**src/rtl/hpd_route_pkg.sv**
```systemverilog
package hpd_route_pkg;

    // One physical pin as seen by the pad: value and enable.
    typedef struct packed {
        logic val;
        logic oe;
    } pin_drv_t;

    // Stage type selector values.
    localparam logic STAGE_OPEN_DRAIN = 1'b0;
    localparam logic STAGE_PUSH_INV   = 1'b1;

endpackage

```
**src/rtl/hpd_level_sel.sv**
```systemverilog
// Intended logical level of one source port, before pin encoding.
module hpd_level_sel #(
    parameter int PORT_IDX = 0,
    parameter int SEL_W    = 2
) (
    input  logic             sink_hpd,
    input  logic [SEL_W-1:0] port_sel,
    input  logic             src_reg,
    input  logic             push_stage,
    input  logic             prog_bit,
    output logic             level
);
    localparam logic [SEL_W-1:0] MY_CODE = SEL_W'(PORT_IDX);

    logic raw_lvl;

    always_comb begin
        if (src_reg) begin
            raw_lvl = prog_bit;
        end else if (port_sel == MY_CODE) begin
            raw_lvl = sink_hpd;
        end else begin
            raw_lvl = 1'b0;
        end
        // The buffer stage inverts every port.
        level = push_stage ? ~raw_lvl : raw_lvl;
    end

endmodule

```
**src/rtl/hpd_pin_drv.sv**
```systemverilog
// Maps an intended level onto value/enable for the chosen stage type.
module hpd_pin_drv
    import hpd_route_pkg::*;
(
    input  logic     level,
    input  logic     push_stage,
    output pin_drv_t drv
);
    always_comb begin
        if (push_stage == STAGE_PUSH_INV) begin
            drv.oe  = 1'b1;
            drv.val = level;
        end else begin
            drv.oe  = ~level;
            drv.val = 1'b0;
        end
    end

endmodule

```
**src/rtl/hpd_route.sv**
```systemverilog
module hpd_route
    import hpd_route_pkg::*;
#(
    parameter int NUM_PORTS = 3
) (
    input  logic                         clk,
    input  logic                         rst_n,
    input  logic                         sink_hpd,
    input  logic [$clog2(NUM_PORTS+1)-1:0] port_sel,
    input  logic                         src_reg,
    input  logic                         push_stage,
    input  logic [NUM_PORTS-1:0]         prog_bits,
    output logic [NUM_PORTS-1:0]         hpd_val,
    output logic [NUM_PORTS-1:0]         hpd_oe
);
    localparam int SEL_W = $clog2(NUM_PORTS + 1);

    typedef struct packed {
        logic [NUM_PORTS-1:0] val;
        logic [NUM_PORTS-1:0] oe;
    } out_t;

    pin_drv_t [NUM_PORTS-1:0] drv_w;
    logic     [NUM_PORTS-1:0] lvl_w;

    out_t out_d, out_q;
    logic past_ok_d, past_ok_q;

    for (genvar gi = 0; gi < NUM_PORTS; gi++) begin : g_port
        hpd_level_sel #(
            .PORT_IDX (gi),
            .SEL_W    (SEL_W)
        ) u_lvl (
            .sink_hpd   (sink_hpd),
            .port_sel   (port_sel),
            .src_reg    (src_reg),
            .push_stage (push_stage),
            .prog_bit   (prog_bits[gi]),
            .level      (lvl_w[gi])
        );

        hpd_pin_drv u_drv (
            .level      (lvl_w[gi]),
            .push_stage (push_stage),
            .drv        (drv_w[gi])
        );
    end

    always_comb begin
        for (int i = 0; i < NUM_PORTS; i++) begin
            out_d.val[i] = drv_w[i].val;
            out_d.oe[i]  = drv_w[i].oe;
        end
        past_ok_d = 1'b1;
    end

    always_ff @(posedge clk) begin
        if (!rst_n) begin
            out_q     <= '0;
            past_ok_q <= 1'b0;
        end else begin
            out_q     <= out_d;
            past_ok_q <= past_ok_d;
        end
    end

    assign hpd_val = out_q.val;
    assign hpd_oe  = out_q.oe;

    // open-drain stage never drives a one.
    a_r6_od_val_zero: assert property (@(posedge clk) disable iff (!rst_n)
        (past_ok_q && !$past(push_stage)) |-> (hpd_val == '0));

    // buffer stage drives every port.
    a_r6_push_all_drive: assert property (@(posedge clk) disable iff (!rst_n)
        (past_ok_q && $past(push_stage)) |-> (hpd_oe == '1));

    // routed open-drain mode releases at most one port.
    a_r1_single_release: assert property (@(posedge clk) disable iff (!rst_n)
        (past_ok_q && !$past(src_reg) && !$past(push_stage)) |-> $onehot0(~hpd_oe));

    // routed buffer mode drives at most one port low.
    a_r2_single_low: assert property (@(posedge clk) disable iff (!rst_n)
        (past_ok_q && !$past(src_reg) && $past(push_stage)) |-> ($countones(~hpd_val) <= 1));

    // no port selected, open-drain: all pulled low.
    a_r3_none_all_low: assert property (@(posedge clk) disable iff (!rst_n)
        (past_ok_q && !$past(src_reg) && !$past(push_stage)
         && ($past(port_sel) >= SEL_W'(NUM_PORTS))) |-> (hpd_oe == '1));

    // programmed open-drain mode follows the programmed bits.
    a_r4_prog_od: assert property (@(posedge clk) disable iff (!rst_n)
        (past_ok_q && $past(src_reg) && !$past(push_stage)) |-> (hpd_oe == ~$past(prog_bits)));

    // programmed buffer mode drives the inverted bits.
    a_r5_prog_push: assert property (@(posedge clk) disable iff (!rst_n)
        (past_ok_q && $past(src_reg) && $past(push_stage)) |-> (hpd_val == ~$past(prog_bits)));

endmodule

```
**config.mk**
```make
export PLATFORM = sky130hd
export DESIGN_NAME = hpd_route
export DESIGN_NICKNAME = d
export VERILOG_FILES = /design/src/rtl/hpd_route_pkg.sv /design/src/rtl/hpd_level_sel.sv /design/src/rtl/hpd_pin_drv.sv /design/src/rtl/hpd_route.sv
export SDC_FILE = /design/constraint.sdc
export NUM_CORES = 1
export LEC_CHECK = 0
export BUFFER_PORTS_ARGS = -buffer_cell sky130_fd_sc_hd__buf_2
export CORE_AREA = 2 2 39 41
export CTS_CLUSTER_DIAMETER = 100
export DETAILED_ROUTE_END_ITERATION = 12
export DIE_AREA = 0 0 41 43
export SYNTH_ARGS = -nofsm -noshare
export SYNTH_HDL_FRONTEND = slang
export SYNTH_HIERARCHICAL = 1
export SYNTH_SLANG_ARGS = --single-unit
```
**constraint.sdc**
```tcl
create_clock -name clk -period 1 [get_ports clk]
set_input_delay 0.1 -clock clk [delete_from_list [all_inputs] [get_ports clk]]
set_output_delay 0.1 -clock clk [all_outputs]
set_load 0.01 [all_outputs]
```
======== Yosys cells after proc, flatten, opt, wreduce, memory -nomap -nowiden ========
Cells that the tools add are included.
cells by class
  reductions and logical operators ........ 2
  bitwise gates (word level) .............. 6
  equality and inequality tests ........... 2
  mux-type cells .......................... 12
operators with widths
  kind                  count
  $mux W1               12
  $not A1 Y1            6
  $eq A2 B1 Y1 const B  1
  $eq A2 B2 Y1 const B  1
  $logic_not A2 Y1      1
  $reduce_and A2 Y1     1
word-level totals
  output and inout port bits .............. 6
  bits in registers ....................... 6
  input port bits ......................... 10
  logic and storage cells ................. 24

======== Depth between registers and ports, before layout ========
  depth in word-level cells ............... 7
  gate-level depth with buffers ........... 5
  mapped depth without buffers ............ 5

======== Cells and area by module ========
The synthesis kept the hierarchy.
by module, submodules not included
  module                                instances  area an instance (um2)  seq. area each (um2)  cells an instance
  hpd_route                             1          157.7                   120.1                 12
  hpd_level_sel at g_port[1].u_lvl ...  2          23.8                    0.0                   3
  hpd_pin_drv                           3          12.5                    0.0                   2
  hpd_level_sel at g_port[0].u_lvl      1          28.8                    0.0                   3

======== Worst setup path after synthesis ========
No wires, ideal clock.
  path type ............................... input to register
  start point ............................. input port port_sel[0]
  end point ............................... register out_q (netlist bit hpd_val[2])
  required time ........................... 885 ps
  setup time .............................. 115 ps
  data arrival time ....................... 827 ps
  path slack .............................. 58 ps
  path buffers ............................ 0
  stages on the path ...................... 5
  cell sequence ........................... nor4bb_1 a21oi_1 xnor2_1 and2_1 and2_1
on the way
  longest elaborated chain between the ends .. 5
RTL lines
  element               RTL line             text
  start, declared       hpd_route.sv:9       input logic [$clog2(NUM_PORTS+1)-1:0] port_sel,
  $eq A2 B2 Y1 (*)      hpd_level_sel.sv:20  end else if (port_sel == MY_CODE) begin
  $mux W1 (*)           hpd_level_sel.sv:20
  $mux W1 (*)           hpd_level_sel.sv:18  if (src_reg) begin
  $not A1 Y1            hpd_level_sel.sv:26  level = push_stage ? ~raw_lvl : raw_lvl;
  $mux W1 (*)           hpd_level_sel.sv:26
  net lvl_w[2]          hpd_route.sv:24      logic [NUM_PORTS-1:0] lvl_w;
  end signal, assigned  hpd_route.sv:62      out_q <= out_d;
  end, declared         hpd_route.sv:26      out_t out_d, out_q;
Mark *: on every way through the listed nets, which the timed path passes. The rest lies on a longest branch.
A chain may end at the register's enable or synchronous reset.

======== Final worst setup path ========
Same ends and word-level chain as after synthesis.

==> flow_metrics.tcl <==
set metrics [dict create \
    outcome "finished, final reports clean" \
    drtIter0Drc 1 \
    cellLeakagePower_nw 0.182 \
    wl_per_cell_um 7.44 \
    layout.cells.non_filler 62 \
    dp.cells 59 \
    drv_slew 0 \
    cp_data_required_time_ns 1.13 \
    cts_buffer_depth 2 \
    drcViolationCount 0 \
    nets 58 \
    clkSinkCount 6 \
    cts_tree "done" \
    power_density_mw_per_mm2 1460 \
    critPathKind "primary input to register" \
    hold_end "hpd_val[2]" \
    synth-seq-cells 6 \
    io_pins 16 \
    syn_area_sq_um 272 \
    cts_inserted_buffers 3 \
    path_clk_slew_ns 0.04 \
    grt_max_degree 10 \
    die_w_um 41 \
    gr-usage-all-layers_pct 7.00 \
    synthTopCellsByArea "dfxtp_1 (44%), and2_1 (21%), xnor2_1 (9.7%), nor4bb_1 (7.4%), nand2b_1 (6.9%)" \
    postSynthAreaPerCell_sq_um 10.1 \
    yosysTopAreaCell "dfxtp_1" \
    critPathLaunchType "primary input" \
    wl_um 461 \
    hold_violations 0 \
    holdPathStages 2 \
    cts-htree-levels 1 \
    antenna_found_initial 0 \
    gr-total-overflow 0 \
    ctsHoldBuffers 0 \
    place_hpwl_um 392 \
    cp_max_fo 3 \
    start_util_pct 19.6 \
    critPathSlowestCell "nor4bb_1" \
    hold_start "rst_n" \
    drive_above_1_share_pct 43.5 \
    grt_first_pass_wirelength_um 779 \
    antenna_cells 0 \
    die_y_um 43 \
    place.gp.congestion 0.526 \
    ys_types 7 \
    dr_total_vias 228 \
    worst_ep_arrival_time_ns 1.00 \
    cp_slowest_stage_delay_ns 0.27 \
    tightest_slew_ns 0.238 \
    rsz0062_at_grt "no" \
    post_cts_buffers 0 \
    cts_resized 0 \
    grt_pass1_vias 215 \
    yosys.area.top_type_share_pct 44.2 \
    area_growth_pct 46.1 \
    crit_chain "buf_2 > nor4bb_1 > a21oi_1 > xnor2_1 > and2_1 > and2_1" \
    yosys_warnings 6 \
    finalCriticalPeriod_ns 0.864 \
    post_dp_cell_area_sq_um 374 \
    via_per_inst 3.68 \
    final_area_sq_um 397 \
    timing.critical_path.buf_inv 1 \
    peakVddDrop_v 0.000297 \
    cts_root_buffer "clkbuf_4" \
    core_sq_mm 0.00138 \
    cpMostUsedCell "and2_1" \
    syn_inst 27 \
    total_power_uw 579 \
    max_slew_margin_pct 83.9 \
    max_freq_mhz 1160 \
    finalCritPeriodShare_pct 86.4 \
    crit_family "simple AND/OR/NAND/NOR gates" \
    synth-seq-area-share_pct 44.2 \
    drtAntennaViolNets 0 \
    endpoint_kind "register" \
    first_pass_iters 2 \
    port_buffers 15 \
    drv_cap 0 \
    synth.net_count 37 \
    num_rows 14 \
    die-area_sq_mm 0.00176 \
    setup_viol_count_final 0 \
    min_path_type "primary input to register" \
]
Yosys cell counts (all sizes together):
cell type,n
a21oi,3
dfxtp,6
and2,9
nor4bb,2
nand2b,3
nor4b,1
xnor2,3
per-stage QoR:
stage	hold slack, ns	setup WS, ns	util [%]	setup TNS, ns
3_5_place_dp	0.365	-0.122	27.0	-0.537
3_3_place_gp	0.364	-0.132	27.0	-0.545
5_1_grt	0.124	0.0333	28.7	0
6_report	0.116	0.136	28.7	0
2_1_floorplan	0.222	0.0585	-	0
4_1_cts	0.111	0.138	28.7	0
logic make-up (layout without fill, tap and decap cells):
kind of cell,Yosys count,after routing,synth area share [%]
AO/OA/AOI/OAI,3,3,5.53
buffers and inverters,0,19,0
AND/OR/NAND/NOR,15,15,40.6
flip-flops,6,6,44.2
XOR/XNOR,3,3,9.68
worst max path at each step:
| stage | slack [ns] | start | endpoint | cells after the start |
|---|---|---|---|---|
| after detailed placement | -0.12 | port_sel[0] | hpd_val[2] | 6 |
| after global placement | -0.13 | port_sel[0] | hpd_val[2] | 6 |
| final | 0.14 | port_sel[0] | hpd_val[2] | 6 |
| after floorplan | 0.06 | port_sel[0] | hpd_val[2] | 5 |
| after CTS | 0.14 | port_sel[0] | hpd_val[2] | 6 |
| after global routing | 0.03 | port_sel[1] | hpd_val[0] | 6 |
power breakdown:
group          internal (mW)  switching (mW)
logic                 0.0588          0.0461
clock network          0.135          0.0785
registers              0.257         0.00317
total                  0.451           0.128
cells in the final DEF (no fill, tap or decap):
master,n
a21oi_1,3
nand2b_1,3
clkbuf_4,3
xnor2_1,3
buf_4,1
dfxtp_1,6
and2_1,9
nor4bb_1,2
nor4b_2,1
buf_2,15
final cells by class:
class                   count  area [sq um]
well taps                  16          20.0
repair buffers             16          82.6
multi-input cells          21           151
flip-flops and latches      6           120
clock buffers               3          22.5
fillers                   158           987
flip-flops by register name, indices dropped and copies added, names as in the netlist:
register and count:
hpd_val 3, hpd_oe 3
metal layers:
| metal | up-vias | GRT usage [%] | share of wire (%) |
|---|---|---|---|
| met1 | 87 | 7.62 | 39 |
| met4 | 0 | 10.0 | 0 |
| li1 | 128 | - | - |
| met5 | - | 0 | 0 |
| met2 | 13 | 8.75 | 47 |
| met3 | 0 | 1.57 | 14 |
No activity file was read; power rests on OpenSTA's default activity.
